$ cat src/rtl/sfs_pkg.sv
package sfs_pkg;
    localparam int NUM_CMP = 3;
    localparam int IDX_MAIN = 0;
    localparam int IDX_B85 = 1;
    localparam int IDX_B75 = 2;

    typedef struct packed {
        logic low_main;
        logic vis85;
        logic vis75;
        logic sh85;
        logic sh75;
        logic seen;
        logic test;
        logic mode;
    } flag_state_t;

    localparam flag_state_t FLAG_RESET = '{
        low_main: 1'b0, vis85: 1'b0, vis75: 1'b0, sh85: 1'b0,
        sh75: 1'b0, seen: 1'b0, test: 1'b0, mode: 1'b1
    };
endpackage

$ cat src/rtl/sfs_sync.sv
module sfs_sync #(
    parameter int W      = 3,
    parameter int STAGES = 2
) (
    input  logic         clk,
    input  logic         rst_n,
    input  logic [W-1:0] din,
    output logic [W-1:0] dout
);
    logic [STAGES-1:0][W-1:0] stage_d, stage_q;

    always_comb begin
        stage_d[0] = din;
        for (int i = 1; i < STAGES; i++) begin
            stage_d[i] = stage_q[i-1];
        end
    end

    always_ff @(posedge clk or negedge rst_n) begin
        if (!rst_n) stage_q <= '0;
        else        stage_q <= stage_d;
    end

    assign dout = stage_q[STAGES-1];
endmodule

$ cat src/rtl/sfs_sample_trig.sv
module sfs_sample_trig #(
    parameter logic [7:0] SEC_MARK  = 8'h59,
    parameter logic [3:0] MIN_DIG_A = 4'h9,
    parameter logic [3:0] MIN_DIG_B = 4'h0
) (
    input  logic       clk,
    input  logic       rst_n,
    input  logic       main_mode,
    input  logic [7:0] sec_bcd,
    input  logic [7:0] min_bcd,
    input  logic       test_pend,
    output logic       auto_fire,
    output logic       fire
);
    logic match;
    logic match_d, match_q;

    always_comb begin
        if (main_mode) match = (sec_bcd == SEC_MARK);
        else           match = (min_bcd[3:0] == MIN_DIG_A) || (min_bcd[3:0] == MIN_DIG_B);
        match_d   = match;
        auto_fire = match && !match_q;
        fire      = auto_fire || test_pend;
    end

    always_ff @(posedge clk or negedge rst_n) begin
        if (!rst_n) match_q <= 1'b0;
        else        match_q <= match_d;
    end

    // an automatic sample never repeats in the following cycle
    p_single_shot_r5: assert property (@(posedge clk) disable iff (!rst_n)
        auto_fire |=> !auto_fire);
endmodule

$ cat src/rtl/supply_flag_sampler.sv
module supply_flag_sampler #(
    parameter int         SYNC_STAGES = 2,
    parameter logic [7:0] SEC_MARK    = 8'h59
) (
    input  logic       clk,
    input  logic       rst_n,
    input  logic       main_mode,
    input  logic       cmp_main_low,
    input  logic       cmp_bat85_low,
    input  logic       cmp_bat75_low,
    input  logic [7:0] sec_bcd,
    input  logic [7:0] min_bcd,
    input  logic       test_set,
    input  logic       flag_clr,
    output logic       low_main,
    output logic       low_bat85,
    output logic       low_bat75
);
    import sfs_pkg::*;

    logic [NUM_CMP-1:0] cmp_raw, cmp_s;
    logic               auto_fire, fire;
    logic               mode_return, mode_leave;
    flag_state_t        st_d, st_q;

    assign cmp_raw[IDX_MAIN] = cmp_main_low;
    assign cmp_raw[IDX_B85]  = cmp_bat85_low;
    assign cmp_raw[IDX_B75]  = cmp_bat75_low;

    sfs_sync #(.W(NUM_CMP), .STAGES(SYNC_STAGES)) u_sync (
        .clk(clk), .rst_n(rst_n), .din(cmp_raw), .dout(cmp_s)
    );

    sfs_sample_trig #(.SEC_MARK(SEC_MARK)) u_trig (
        .clk(clk), .rst_n(rst_n), .main_mode(main_mode),
        .sec_bcd(sec_bcd), .min_bcd(min_bcd), .test_pend(st_q.test),
        .auto_fire(auto_fire), .fire(fire)
    );

    always_comb begin
        st_d        = st_q;
        mode_return = main_mode && !st_q.mode;
        mode_leave  = !main_mode && st_q.mode;
        st_d.mode   = main_mode;
        st_d.test   = st_q.test ? 1'b0 : test_set;
        if (main_mode) st_d.low_main = cmp_s[IDX_MAIN];
        if (mode_leave) st_d.seen = 1'b0;
        if (mode_return && st_q.seen) begin
            st_d.vis85 = st_q.sh85;
            st_d.vis75 = st_q.sh75;
            st_d.seen  = 1'b0;
        end
        if (fire) begin
            if (main_mode) begin
                st_d.vis85 = cmp_s[IDX_B85];
                st_d.vis75 = cmp_s[IDX_B75];
            end else begin
                st_d.sh85 = cmp_s[IDX_B85];
                st_d.sh75 = cmp_s[IDX_B75];
                st_d.seen = 1'b1;
            end
        end
        if (flag_clr) begin
            st_d.low_main = 1'b0;
            st_d.vis85    = 1'b0;
            st_d.vis75    = 1'b0;
            st_d.seen     = 1'b0;
        end
    end

    always_ff @(posedge clk or negedge rst_n) begin
        if (!rst_n) st_q <= FLAG_RESET;
        else        st_q <= st_d;
    end

    assign low_main  = st_q.low_main;
    assign low_bat85 = st_q.vis85;
    assign low_bat75 = st_q.vis75;

    // main flag frozen on battery
    p_main_hold_r3: assert property (@(posedge clk) disable iff (!rst_n)
        (!main_mode && !flag_clr) |=> $stable(low_main));
    // battery flags move only on a sample or a return to main supply
    p_bat_stable_r4: assert property (@(posedge clk) disable iff (!rst_n)
        (!fire && !mode_return && !flag_clr) |=> ($stable(low_bat85) && $stable(low_bat75)));
    // a pending test bit always produces a sample
    p_test_samples_r6: assert property (@(posedge clk) disable iff (!rst_n)
        st_q.test |-> fire);
    // clear empties every flag
    p_clear_r10: assert property (@(posedge clk) disable iff (!rst_n)
        flag_clr |=> (!low_main && !low_bat85 && !low_bat75));
endmodule

$ cat config.mk
export PLATFORM = sky130hd
export DESIGN_NAME = supply_flag_sampler
export DESIGN_NICKNAME = d
export VERILOG_FILES = /design/src/rtl/sfs_pkg.sv /design/src/rtl/sfs_sync.sv /design/src/rtl/sfs_sample_trig.sv /design/src/rtl/supply_flag_sampler.sv
export SDC_FILE = /design/constraint.sdc
export NUM_CORES = 1
export LEC_CHECK = 0
export ABC_AREA = 1
export BUFFER_PORTS_ARGS = -buffer_cell sky130_fd_sc_hd__buf_4
export CAP_MARGIN = 20
export CELL_PAD_IN_SITES_DETAIL_PLACEMENT = 2
export CELL_PAD_IN_SITES_GLOBAL_PLACEMENT = 2
export CORE_MARGIN = 2
export CORE_UTILIZATION = 26
export CTS_BUF_LIST = sky130_fd_sc_hd__clkbuf_8 sky130_fd_sc_hd__clkbuf_16
export DETAILED_ROUTE_END_ITERATION = 7
export PLACE_DENSITY_LB_ADDON = 0.1
export SETUP_SLACK_MARGIN = 0.5
export SYNTH_ARGS = -nofsm -noshare
export SYNTH_HDL_FRONTEND = slang
export SYNTH_SLANG_ARGS = --single-unit
export TNS_END_PERCENT = 5
$ cat constraint.sdc
create_clock -name clk -period 1.5 [get_ports clk]
set_input_delay 0.375 -clock clk [delete_from_list [all_inputs] [get_ports clk]]
set_output_delay 0.375 -clock clk [all_outputs]
set_load 0.01 [all_outputs]
# Word level (Yosys, flattened, before mapping)

Index checks and enable logic that the tools add are counted.

Equal/unequal tests: 2
Muxes and demuxes: 11
Bitwise operators: 1
Reductions and logical operators: 12

Operator list:

| cell               | count |
|---|---|
| $eq 8x7->1 const B | 1 |
| $mux 1             | 6 |
| $mux 3             | 2 |
| $mux 5             | 1 |
| $eq 4x4->1 const B | 1 |
| $logic_and 1x1->1  | 4 |
| $logic_not 4->1    | 1 |
| $mux 2             | 2 |
| $logic_not 1->1    | 3 |
| $logic_or 1x1->1   | 2 |
| $reduce_and 2->1   | 1 |
| $reduce_bool 2->1  | 1 |
| $not 1->1          | 1 |

Register bits: 15
Input port bits: 24
Output and inout bits: 3
Logic and storage cells: 37

# Logic depth before layout (Yosys ltp)

Gate-level depths: netlist (run 1).

Depth after elaboration: 7
Mapped depth: 10
Depth with buffers taken out: 10

# By module

Synthesis (run 1) repeated with hierarchy kept, for this count alone.

Cells, all modules: 64
Area total of the unflattened synthesis: 590.6 um2

By module, submodules not included:

| module              | instances | cells each | area each (um2) | sequential area each (um2) |
|---|---|---|---|---|
| supply_flag_sampler | 1         | 40         | 339.1           | 201.4 |
| sfs_sync            | 1         | 6          | 150.1           | 150.1 |
| sfs_sample_trig     | 1         | 18         | 101.3           | 25.0 |

# Worst setup path before layout (run 1)

OpenSTA, ideal clock, no wires.

Path kind: in2reg
Start: input main_mode
End: register st_q[3] (netlist name)
Arrival: 1.076 ns
Setup slack: 0.308 ns
Cell stages on the path: 9
Path buffers: 1
Path through: buf_6 -> nor3_2 -> nand2_1 -> nand2_2 -> nand2_4 -> nand2_4 -> nand2_4 -> nand2_1 -> nand2_1

Word-level cells in the longest chain between the ends: 4
Elaborated cells between the ends (all ways): 5
Classes of those cells: mux (1); bitwise (1); reduce/logical (3)

RTL lines:

| element                           | line                      | text |
|---|---|---|
| start, declared                   | supply_flag_sampler.sv:7  | `input logic main_mode,` |
| $mux 1                            | sfs_sample_trig.sv:19     | `if (main_mode) match = (sec_bcd == SEC_MARK);` |
| via u_trig.match                  | sfs_sample_trig.sv:15     | `logic match;` |
| $logic_and 1x1->1                 | sfs_sample_trig.sv:22     | `auto_fire = match && !match_q;` |
| $logic_or 1x1->1                  | sfs_sample_trig.sv:23     | `fire = auto_fire \|\| test_pend;` |
| $reduce_and 2->1 (no source line) | -                         |  |
| end signal, assigned              | supply_flag_sampler.sv:73 | `else st_q <= st_d;` |
| end, declared                     | supply_flag_sampler.sv:24 | `flag_state_t st_d, st_q;` |

The timed path passes the listed nets, and every way through them passes these cells.
A chain may end at the register's enable or synchronous reset.

# Worst setup path in the final report (run 1)

Start: register st_q (netlist bit low_bat85)
End: output low_bat85

RTL lines:

| element       | line                      | text |
|---|---|---|
| end, declared | supply_flag_sampler.sv:16 | `output logic low_bat85,` |

No word-level cell between the ends.

==> results of run 1 <==
## synth_stat cells, drive strengths merged
cell type and n:
xnor2 1, nor3 1, dfrtp 14, a21oi 3, nand3 7, nand2 19
dfstp 1, buf 1, nor2 7, inv 10, o21ai 5
## registers in the layout, summed over array words and instances, names as in the netlist
| signal | count |
|---|---|
| u_sync.dout | 3 |
| low_bat85 | 1 |
| u_sync.stage_d | 3 |
| u_trig.match_q | 1 |
| low_bat75 | 1 |
| st_q | 5 |
| low_main | 1 |
## layout make-up
cell class              instances  area, um2  share of cell area, %
clock inverters                 1       7.51                  0.788
multi-input cells              43        265                   27.9
well taps                      30       37.5                   3.94
flip-flops and latches         15        377                   39.6
clock buffers                   3       41.3                   4.34
inverters                      10       37.5                   3.94
repair buffers                 24        186                   19.6
## how the worst max path moves through the flow
stage / end / slack (ns) / cells past startpoint
floorplan: st_q[3] / 0.35 / 10
global placement: st_q[3] / 0.17 / 10
detailed placement: st_q[4] / 0.16 / 10
CTS: low_bat85 / 0.33 / 7
global route: low_bat85 / 0.28 / 7
finish: low_bat85 / 0.35 / 1
## what timing repair did
item / in CTS / in global routing
setup buffers: 1 / 0
resized for setup: 6 / 5
endpoints found under the setup margin: 8 / 8
hold endpoints to repair: 14 / 0
hold buffers: 1 / 0
pin swaps: 1 / 1
## power by group
group          switching (W)  leakage [nW]  total, W  internal (W)
Combinational      0.0000753         0.269  0.000151     0.0000754
Clock               0.000147        0.0217  0.000334      0.000187
Sequential         0.0000165         0.185  0.000452      0.000435
## cells in the final DEF (no fill, tap or decap)
cell           Yosys  layout
buf_6              1       1
o21ai_2            0       4
nand2_1           13      11
nor2_1             7       7
xnor2_1            1       1
dfstp_2            1       1
dfrtp_1           14      14
inv_2              2       3
clkinvlp_4         0       1
nand2_2            3       5
buf_4              0      22
o21ai_0            2       1
clkbuf_8           0       3
nand3_1            6       6
nor3_2             1       1
nand2_4            3       3
nand3_4            0       1
inv_1              8       7
dlygate4sd3_1      0       1
a21oi_2            2       3
## per-layer routing
layer / track usage, % / part of all wire (%)
met4: 3.75 / 0.73
met1: 14.9 / 39
met5: 0 / 0
met3: 4.92 / 6.9
met2: 23.9 / 53
## through the flow
step           hold slack [ns]  utilization [%]  power, W  setup WS, ns
2_1_floorplan           0.0794                -  0.000523         0.354
3_3_place_gp             0.246             35.0  0.000590         0.175
3_5_place_dp             0.246             35.0  0.000595         0.158
4_1_cts                  0.221             38.4  0.000948         0.326
5_1_grt                  0.215             39.1  0.000992         0.282
6_report                 0.228             39.1  0.000936         0.346
## cells by family after synthesis
logic type / after synthesis
AND/OR/NAND/NOR: 34
flip-flops: 15
buffers and inverters: 11
AO/OA/AOI/OAI: 8
XOR/XNOR: 1
==> flow_metrics.env, run 1 <==
export IMPL_min_path_cells=1
export IMPL_antenna_found_initial=0
export IMPL_synth_top_family_by_area="simple AND/OR/NAND/NOR gates"
export IMPL_pin_count=27
export IMPL_finalSetupViolCount=0
export IMPL_placed_cell_area_um2=851
export IMPL_crit_slowest_cell="dfrtp_1"
export IMPL_slowest_delay_ns=0.39
export IMPL_cp_max_fo=2
export IMPL_synthAdderAreaFrac_pct=0
export IMPL_numCtsBuffers=3
export IMPL_yosysTopAreaCell="dfrtp_1"
export IMPL_die_h_um=54.4
export IMPL_synth_cell_type_count=17
export IMPL_synthMuxAreaShare_pct=0
export IMPL_n_antenna_cell=0
export IMPL_p_per_area_mw_per_mm2=983
export IMPL_detail_route_antenna_nets=0
export IMPL_status="completed"
export IMPL_dp_cells=120
export IMPL_p_leak_nw=0.476
export IMPL_routed_wl_um=1500
export IMPL_rsz0062_at_grt="true"
export IMPL_drtPass1Iterations=1
export IMPL_tns_ns=0
export IMPL_slew_headroom_pct=86.6
export IMPL_vias=551
export IMPL_drtIter0Drc=0
export IMPL_r2r_end="low_bat85"
export IMPL_wl_per_cell_um=11.9
export IMPL_worstReg2RegStart="st_q[0]"
export IMPL_regToRegSetupSlack_ns=0.37
export IMPL_period_share_pct=76.9
export IMPL_synthSimpleGateAreaFrac_pct=26.9
export IMPL_htreeDepth=1
export IMPL_whs_endpoint="u_sync.stage_d[3]"
export IMPL_synth_cells=69
export IMPL_required_ns=1.12
export IMPL_cts_buffer_depth=2
export IMPL_yosysSeqAreaShare_pct=57.1
export IMPL_area_growth_pct=44.4
export IMPL_critical_path_buf_inv_count=1
export IMPL_portBuffers=22
export IMPL_grt_ovfl_total=0
export IMPL_hold_violations=0
export IMPL_cts_root_buf="clkbuf_8"
export IMPL_drv_slew=0
export IMPL_cts_sinks=15
export IMPL_synth_xor_area_share_pct=1.33
export IMPL_finClkSkew_ns=0.00405
export IMPL_num_nets_final=121
export IMPL_drc=0
export IMPL_start_kind="flop"
export IMPL_die_w_um=54.4
export IMPL_vias_per_cell=4.37
export IMPL_grt_usage_pct=13.4
export IMPL_synth_top_cells_by_area="dfrtp_1 (53%), nand2_1 (7.4%), nand2_4 (5.1%)"
export IMPL_syn_area_um2=659
export IMPL_cp_top_family="flip-flops"
export IMPL_cp_cell_sequence="buf_4"
export IMPL_max_freq_mhz=867
export IMPL_grt_pass1_wl_um=2690
export IMPL_nFillCells=291
export IMPL_min_delay_start="cmp_main_low"
export IMPL_grt_pass1_vias=607
export IMPL_critical_path_class="flop to output port"
export IMPL_cp_startpoint="low_bat85"
export IMPL_cap_violations=0
export IMPL_yosysTopAreaCellShare_pct=53.1
export IMPL_synth_compound_area_share_pct=7.21
export IMPL_avgSynthCellArea_um2=9.56
export IMPL_layout_drive_gt1_share_pct=50.0
export IMPL_core_mm2=0.00243
export IMPL_place_hpwl_um=1190
export IMPL_path_clk_slew_ns=0.06
export IMPL_num_rows=18
export IMPL_synth_nets=93
export IMPL_gp_congestion=0.690
export IMPL_reg2regPathDepth=7
export IMPL_grt_start_max_net_pins=16
export IMPL_ir_drop_mv=0.811
export IMPL_tightest_slew_ns=0.201
export IMPL_fin_area_um2=952
export IMPL_finalCriticalPeriod_ns=1.15
export IMPL_yosys_warnings=0
export IMPL_cts_tree="yes"
export IMPL_critPathArrivalTime_ns=0.78
export IMPL_final_cells=126
export IMPL_ys_seq_elements=15
export IMPL_insertion_delay_ns=0.25
export IMPL_hp_class="input port to flop"
export IMPL_start_util_pct=27.1
export IMPL_cp_end_kind="output port"
export IMPL_dieArea_mm2=0.00296
Note: power is estimated with default switching activity, not from simulation.
==> run 2: changes to the inputs <==
- CORE_UTILIZATION: 26 -> 23
- clock period: 1.5 -> 0.9 ns (I/O delays scaled with it)
==> run 2 against run 1 <==
  * The run now ends with hold timing, setup timing left
  * Largest cell class unchanged
  * Clock power rose by 60%
  * Die area grew 12%
  * Final cell count rose by 0.79%
  * Combinational power grew 66%
  * Sequential power grew 68%
  * Final area fell by 0.26%
==> flow_metrics.env, run 2 (same netlist as run 1, synthesis figures left out) <==
export IMPL_cp_top_family="flip-flops"
export IMPL_num_rows=19
export IMPL_drtPass1Iterations=2
export IMPL_net_switching_power_w=0.000384
export IMPL_htreeDepth=1
export IMPL_ir_drop_mv=0.927
export IMPL_pwr_share_seq_pct=49.2
export IMPL_finClkSkew_ns=0.000734
export IMPL_cp_cell_sequence="inv_2, nand3_4, nand2_2, o21ai_2, o21ai_1, a21oi_1, nor2_1"
export IMPL_layout_drive_gt1_share_pct=47.9
export IMPL_cp_end_kind="flop"
export IMPL_critical_path_buf_inv_count=1
export IMPL_final_common_cell="buf_4"
export IMPL_die_h_um=57.5
export IMPL_drc=0
export IMPL_slowest_delay_ns=0.53
export IMPL_crit_slowest_cell="dfstp_2"
export IMPL_hold_violations=14
export IMPL_tightest_slew_ns=0.184
export IMPL_routed_wl_um=1480
export IMPL_grt_pass1_wl_um=2700
export IMPL_core_mm2=0.00273
export IMPL_cap_violations=0
export IMPL_dieArea_mm2=0.00331
export IMPL_cts_tree="yes"
export IMPL_num_nets_final=121
export IMPL_place_hpwl_um=1220
export IMPL_multi_input_area_um2=255
export IMPL_critical_path_class="flop to flop"
export IMPL_p_comb_share_pct=16.2
export IMPL_worstReg2RegStart="st_q[0]"
export IMPL_critPathArrivalTime_ns=1.29
export IMPL_r2r_end="low_bat85"
export IMPL_vias=543
export IMPL_period_share_pct=129
export IMPL_insertion_delay_ns=0.24
export IMPL_start_kind="flop"
export IMPL_largest_register="st_q"
export IMPL_finalCriticalPeriod_ns=1.16
export IMPL_slew_headroom_pct=87.6
export IMPL_grt_start_max_net_pins=16
export IMPL_required_ns=1.03
export IMPL_pin_count=27
export IMPL_detail_route_antenna_nets=0
export IMPL_regToRegSetupSlack_ns=-0.26
export IMPL_grt_ovfl_total=0
export IMPL_timing_final_ws_setup_ns=-0.258
export IMPL_max_freq_mhz=863
export IMPL_final_cells=127
export IMPL_gp_congestion=0.677
export IMPL_pwr_share_clk_pct=34.7
export IMPL_p_leak_nw=0.481
export IMPL_start_util_pct=24.1
export IMPL_area_growth_pct=44.0
export IMPL_n_antenna_cell=0
export IMPL_portBuffers=22
export IMPL_reg2regPathDepth=7
export IMPL_violations="hold timing, setup timing"
export IMPL_final_cell_mix="buf_4 (20), dfrtp_1 (14), nand2_1 (12)"
export IMPL_seq_area_um2=377
export IMPL_grt_pass1_vias=575
export IMPL_hp_class="input port to asynchronous set/reset pin"
export IMPL_path_clk_slew_ns=0.06
export IMPL_cts_root_buf="clkbuf_8"
export IMPL_holdWs_ns=-0.178
export IMPL_tns_ns=-0.832
export IMPL_placed_cell_area_um2=867
export IMPL_numCtsBuffers=3
export IMPL_rsz0062_at_grt="true"
export IMPL_drv_slew=0
export IMPL_cts_sinks=15
export IMPL_finalSetupViolCount=6
export IMPL_sw_frac_of_total_pct=24.8
export IMPL_dp_cells=123
export IMPL_largest_reg_flops=5
export IMPL_intPower_w=0.00116
export IMPL_cp_max_fo=5
export IMPL_p_per_area_mw_per_mm2=1630
export IMPL_drtIter0Drc=5
export IMPL_die_w_um=57.5
export IMPL_wl_per_cell_um=11.7
export IMPL_status="complete, but fails checks"
export IMPL_antenna_found_initial=0
export IMPL_power_w=0.00154
export IMPL_vias_per_cell=4.28
export IMPL_fin_area_um2=950
export IMPL_cts_buffer_depth=2
export IMPL_nFillCells=300
export IMPL_grt_usage_pct=10.9
[run 2: repair_timing]
| item | CTS | global route |
|---|---|---|
| resized for setup | 9 | 1 |
| endpoints found under the hold margin | 14 | 14 |
| buffers inserted | 0 | 0 |
| setup endpoints to repair | 14 | 14 |
| pin swaps | 3 | 2 |
[run 2: layer usage]
metal / GRT usage [%] / part of all wire [%] / up-vias
met5: 0 / 0 / -
met1: 14.6 / 45 / 261
met4: 1.99 / 0.88 / 0
met2: 16.2 / 48 / 14
met3: 4.99 / 6.2 / 2
li1: - / - / 266
[run 2: stage by stage]
step / worst slack (ns) / util [%]
2_1_floorplan: -0.185 / -
5_1_grt: -0.347 / 34.7
6_report: -0.258 / 34.7
3_5_place_dp: -0.336 / 31.7
3_3_place_gp: -0.334 / 31.7
4_1_cts: -0.287 / 34.6
[run 2: final cells by class]
class                           instances  area share, %
Clock inverter                          1          0.527
Inverter                               10           3.95
Tap cell                               31           4.08
Sequential cell                        15           39.7
Timing Repair Buffer                   24           20.6
Multi-Input combinational cell         43           26.9
Clock buffer                            3           4.35
[run 2: worst max path at each step]
stage | startpoint | to | cells past startpoint
after detailed placement | st_q[0] | low_bat85 | 7
after global placement | st_q[0] | low_bat85 | 7
final | st_q[0] | low_bat85 | 7
after CTS | st_q[0] | low_bat75 | 6
after floorplan | st_q[0] | low_bat85 | 7
after global routing | st_q[0] | low_bat85 | 7
[run 2: power by group through the flow]
stage | combinational [W] | sequential [W] | clock (W)
3_5_place_dp | 0.000237 | 0.000765 | 0
5_1_grt | 0.000282 | 0.000764 | 0.000599
3_3_place_gp | 0.000232 | 0.000764 | 0
2_1_floorplan | 0.000109 | 0.000761 | 0
4_1_cts | 0.000254 | 0.000760 | 0.000568
6_report | 0.000250 | 0.000759 | 0.000535
